===== src/rtl/i2c_mask_addr_match.sv =====
module i2c_mask_addr_match #(
  parameter logic [3:0] MODE_7B  = 4'b0110,
  parameter logic [3:0] MODE_10B = 4'b0111,
  parameter logic [3:0] MODE_MSK = 4'b1001
) (
  input  logic       clk,
  input  logic       rst_n,
  input  logic [3:0] mode,
  input  logic       cfg_we,
  input  logic       cfg_sel,
  input  logic [7:0] cfg_wdata,
  input  logic       byte_vld,
  input  logic       byte_first,
  input  logic [7:0] byte_data,
  output logic       ack_vld,
  output logic       ack,
  output logic [9:0] match_addr
);
  localparam logic [4:0] HDR_PAT = 5'b11110;

  logic [7:0] own_lo, mask;
  logic [1:0] own_hi, hdr_hi;
  logic       hdr_ok;
  logic       ack_d;
  logic [9:0] addr_d;

  wire is7  = (mode == MODE_7B);
  wire is10 = (mode == MODE_10B);

  wire hit7    = ((byte_data[7:1] ^ own_lo[7:1]) & mask[7:1]) == 7'd0;
  wire hdr_hit = (byte_data[7:3] == HDR_PAT) && (byte_data[2:1] == own_hi);
  wire lo_hit  = ((byte_data ^ own_lo) & mask) == 8'd0;

  always_ff @(posedge clk or negedge rst_n) begin
    if (!rst_n) begin
      own_lo <= 8'h00;
      own_hi <= 2'b00;
      mask   <= 8'hFF;
    end else if (cfg_we) begin
      if (cfg_sel)                own_hi <= cfg_wdata[1:0];
      else if (mode == MODE_MSK)  mask   <= cfg_wdata;
      else                        own_lo <= cfg_wdata;
    end
  end

  always_comb begin
    ack_d  = 1'b0;
    addr_d = match_addr;
    if (is7 && byte_first) begin
      ack_d  = hit7;
      addr_d = {3'b000, byte_data[7:1]};
    end else if (is10 && byte_first) begin
      ack_d  = hdr_hit;
      addr_d = {byte_data[2:1], 8'h00};
    end else if (is10) begin
      ack_d  = hdr_ok && lo_hit;
      addr_d = {hdr_hi, byte_data};
    end
  end

  always_ff @(posedge clk or negedge rst_n) begin
    if (!rst_n) begin
      hdr_ok     <= 1'b0;
      hdr_hi     <= 2'b00;
      ack        <= 1'b0;
      ack_vld    <= 1'b0;
      match_addr <= 10'd0;
    end else begin
      ack_vld <= byte_vld;
      ack     <= byte_vld && ack_d;
      if (byte_vld && ack_d) match_addr <= addr_d;
      if (!is10) hdr_ok <= 1'b0;
      else if (byte_vld) begin
        hdr_ok <= byte_first && hdr_hit;
        if (byte_first) hdr_hi <= byte_data[2:1];
      end
    end
  end

  a_r7_ack_needs_vld: assert property (@(posedge clk) disable iff (!rst_n)
    ack |-> ack_vld);

  a_r7_vld_follows_strobe: assert property (@(posedge clk) disable iff (!rst_n)
    ack_vld == $past(byte_vld));

  a_r8_no_ack_outside_slave: assert property (@(posedge clk) disable iff (!rst_n)
    ($past(mode) != MODE_7B && $past(mode) != MODE_10B) |-> !ack);

  a_r4_mask_write_keeps_own: assert property (@(posedge clk) disable iff (!rst_n)
    (cfg_we && !cfg_sel && mode == MODE_MSK) |=> $stable(own_lo));

  a_r5_header_exact: assert property (@(posedge clk) disable iff (!rst_n)
    (ack && $past(is10 && byte_vld && byte_first))
      |-> ($past(byte_data[7:3]) == HDR_PAT && $past(byte_data[2:1]) == $past(own_hi)));

  a_r6_low_needs_header: assert property (@(posedge clk) disable iff (!rst_n)
    (ack && $past(is10 && byte_vld && !byte_first)) |-> $past(hdr_ok));
endmodule


===== config.mk =====
export PLATFORM = sky130hd
export DESIGN_NAME = i2c_mask_addr_match
export DESIGN_NICKNAME = d
export VERILOG_FILES = /design/src/rtl/i2c_mask_addr_match.sv
export SDC_FILE = /design/constraint.sdc
export NUM_CORES = 1
export LEC_CHECK = 0
export ABC_AREA = 0
export CORE_AREA = 2 2 79 58
export CTS_BUF_LIST = sky130_fd_sc_hd__clkbuf_16
export CTS_CLUSTER_SIZE = 25
export DETAILED_ROUTE_END_ITERATION = 10
export DIE_AREA = 0 0 81 60
export PLACE_DENSITY = 0.65
export SLEW_MARGIN = 5
export SYNTH_ARGS = -nofsm -noshare
export SYNTH_HDL_FRONTEND = slang
export SYNTH_SLANG_ARGS = --single-unit

===== constraint.sdc =====
create_clock -name clk -period 2.3 [get_ports clk]
set_input_delay 0.345 -clock clk [delete_from_list [all_inputs] [get_ports clk]]
set_output_delay 0.345 -clock clk [all_outputs]
set_load 0.01 [all_outputs]

==> results.txt <==
----------------------------------------------------
[STA]
  Accumulated negative setup slack ... 0 ns
  Final hold violation count ... 0
  Slew Limit Headroom ... 70.22%
  Worst-case hold slack ... 0.4777 ns
  Share of the clock period used by the worst path ... 88.93%
  Final min period ... 2.045 ns
  Setup repair after global routing missed its margin ... false
  Worst Skew ... 0.002737 ns
  Tightest Pin Transition ... 0.4453 ns
  Final setup violating endpoints ... 0
  Peak clock frequency supported by timing ... 0.4889 GHz
  Number of max-slew violations in the final report ... 0

[Worst setup path]
  Critical path data required time ... 2.45 ns
  Arrival time at the worst endpoint ... 2.20 ns
  Slowest stage cell on the critical path ... clkdlybuf4s50_1
  Top Family by Delay on Critical Path ... compound AO/OA/AOI/OAI gates
  Path depth of the worst reg2reg path ... 5
  Crit. End Element ... register
  Worst path depth ... 6
  Max stage delay on crit path ... 0.49 ns
  Worst path bufs/invs ... 1
  Critical Path Fanout Max ... 10
  Worst setup path class ... in -> reg
  Startpoint type of the worst setup path ... primary input
  Crit-path cells ... clkdlybuf4s50_1 -> xor2_1 -> a22oi_1 -> nand4_2 -> o21ai_4 -> mux2_2

[Pwr]
  Clock Power Share ... 34.8%
  Share of total power in sequential cells ... 43.9%
  Design Power ... 1.737 mW
  Power Internal ... 1.325 mW
  Switching part of the total power ... 23.74%
  Power dissipated by switching net loads ... 412.4 uW
  Highest ir drop seen on vdd ... 0.4172 mV
  Power Density ... 777.5 nW/um^2
  Static Leak ... 0.9570 nW
  Share of power burned in combinational logic ... 21.2%

[Detailed routing]
  Count of vias placed by the detailed router ... 1146
  Vias per cell ... 4.856
  Antenna-violating nets left ... 0
  Initial drt markers ... 63
  Residual DRC ... 0
  Detailed-routing iteration count for the pre-antenna-repair pass ... 4
  Post-detailed-route wirelength per cell ... 13.85 um
  Routed wire length ... 3268 um

[Synthesis]
  Cell count after synthesis ... 127
  Sequential share of the synthesized area ... 52.85%
  Most common library cells after synthesis ... mux2_2, dfrtp_1, nand2_1
  Number of distinct library cell variants in the gate-level netlist after synthesis ... 27
  Most numerous cell in the Yosys netlist ... mux2_2
  Library cell occupying the most area in the post-synthesis netlist ... dfrtp_1
  Net count of the mapped netlist ... 153
  Number of flip-flops and latches in the synthesized netlist ... 33
  Syn avg cell area ... 12.45 sq um
  Async set-or-reset flop fraction in the synthesized netlist ... 100.0%
  Area of the mapped netlist ... 1582 sq um
  Number of warnings reported in the yosys synthesis log ... 0
  Top cell type's share of synthesized area ... 39.56%
  Largest cells by area after synthesis ... dfrtp_1, mux2_2, dfstp_2
  Leading register cell type out of synthesis ... dfrtp_1
  EDFF count, synth ... 0

[Global route]
  Busiest grt layer ... met2
  Global Route met3 Usage ... 4.079%
  Number of global-route vias before repair ... 1198
  Met1 Resource Use GR ... 21.06%
  Global Route Usage Sum ... 15.92%
  Remaining global-route overflow ... 0
  First-pass GRT wire length ... 5637 um
  Global routing met2 resource utilization ... 24.79%
  Maximum number of pins on one net before global-route repair ... 34
  Initial antenna violation count ... 0

[Clocking]
  Root buffer selected by CTS ... clkbuf_16
  Buffer count from post-CTS setup fixing ... 0
  # clock sinks ... 33
  Post-cts sizing count ... 0
  Number of buffers inserted for hold repair after clock tree synthesis ... 0
  Source-to-sink clock delay at the later pin of the worst-skew pair ... 0.27 ns
  CTS tree ... yes
  H-tree level count ... 2
  Maximum buffer depth of the clock tree ... 2
  Number of CTS-inserted buffers ... 5
  Clock slew at reported path FFs ... 0.05 ns

[Place]
  Hpwl dp ... 2522 um
  I/O Buffers ... 37
  Final weighted congestion in routability-driven placement ... 0.7976

[Final layout]
  Share of cells above drive strength 1 ... 32.60%
  Relative area change from synthesis to final layout ... 41.30%
  Layout fillers ... 372
  Register area ... 835.8 sq um
  Antenna diodes ... 0
  Footprint of the multi-input gates ... 732.0 sq um
  Net count, final ... 206

[Floorplan]
  Number of rows created at floorplan ... 20
  Initial Util ... 38.07%
  Die area ... 4860 sq um
  Die height ... 60 um
  Number of primary I/O pins ... 38
  Chip width ... 81 um
  Core Region ... 4154 sq um

[Run]
  Max-cap violations ... 0

[Hold path]
  Worst Hold Class ... in -> async

[Outcome]
  Result of the run ... finished, final reports clean

----------------------------------------------------
## worst paths after layout
path | from | slack [ns] | end
max in group asynchronous | rst_n | 1.48 | mask[4]
setup reg to reg | own_lo[7] | 0.45 | match_addr[5]
setup / recovery | byte_data[6] | 0.25 | match_addr[5]
min in group clk | match_addr[3] | 0.50 | match_addr[3]
hold / removal | rst_n | 0.48 | match_addr[8]
hold reg to reg | match_addr[3] | 0.50 | match_addr[3]
## registers in the layout, summed over array words and instances, names as in the netlist
register / count
ack: 1
ack_vld: 1
hdr_hi: 2
hdr_ok: 1
mask: 8
match_addr: 10
own_hi: 2
own_lo: 8
## metrics by stage
step / cells / setup slack, ns / utilization [%] / area, sq um
global placement: 228 / 0.03267 / 50.48 / 2097
detailed placement: 228 / -0.02062 / 50.48 / 2097
finish: 236 / 0.2546 / 53.80 / 2235
CTS: 236 / 0.2385 / 53.80 / 2235
floorplan: 127 / 0.6540 / - / 1582
global route: 236 / 0.1746 / 53.80 / 2235
## power groups by stage
stage / registers, mW / logic (mW) / clock network [mW]
CTS: 0.764 / 0.374 / 0.626
finish: 0.763 / 0.369 / 0.605
global route: 0.776 / 0.403 / 0.666
detailed placement: 0.773 / 0.370 / 0
global placement: 0.767 / 0.362 / 0
floorplan: 0.777 / 0.167 / 0
## layer usage
metal	share of wire [%]	vias up
met5	0	-
met2	47	26
met1	48	553
li1	-	560
met4	1.6	0
met3	4.1	7
## layout make-up
class / instances / share of cell area [%]
Multi-Input combinational cell: 91 / 32.75
Tap cell: 55 / 3.080
Clock buffer: 5 / 5.599
Timing Repair Buffer: 49 / 20.60
Clock inverter: 3 / 0.5599
Sequential cell: 33 / 37.40
## kinds of logic after synthesis
logic type,count (synthesis),synth area share (%)
AND/OR/NAND/NOR,33,12.03
flip-flops,33,52.85
buffers and inverters,3,0.8701
XOR/XNOR,10,5.538
multiplexers,29,20.65
AO/OA/AOI/OAI,19,8.071
## worst reg2reg max path, stage by stage (launching register included)
cell	delay [ns]
dfrtp_1	0.39
xor2_1	0.15
a22oi_1	0.25
nand4_2	0.19
o21ai_4	0.36
mux2_2	0.39
## cells in the final DEF (no fill, tap or decap)
cell	instances
nand4b_1	1
a22oi_1	3
nor3_1	1
clkdlybuf4s50_1	37
o211ai_1	1
nand4_1	2
o21ai_0	10
clkinv_1	2
nand2_1	16
and4bb_2	1
a21boi_1	1
nand4_2	1
nor3b_2	1
or2b_1	4
dfstp_2	8
nor2_1	1
clkinv_2	1
nor2b_1	1
dfrtp_1	25
nand2b_1	3
buf_4	12
xnor2_1	2
nand3b_1	1
a21o_1	1
mux2_2	29
xor2_1	8
o22a_1	1
o31ai_1	1
o21ai_4	1
clkbuf_16	5
Power figures use the tool's default switching activity.
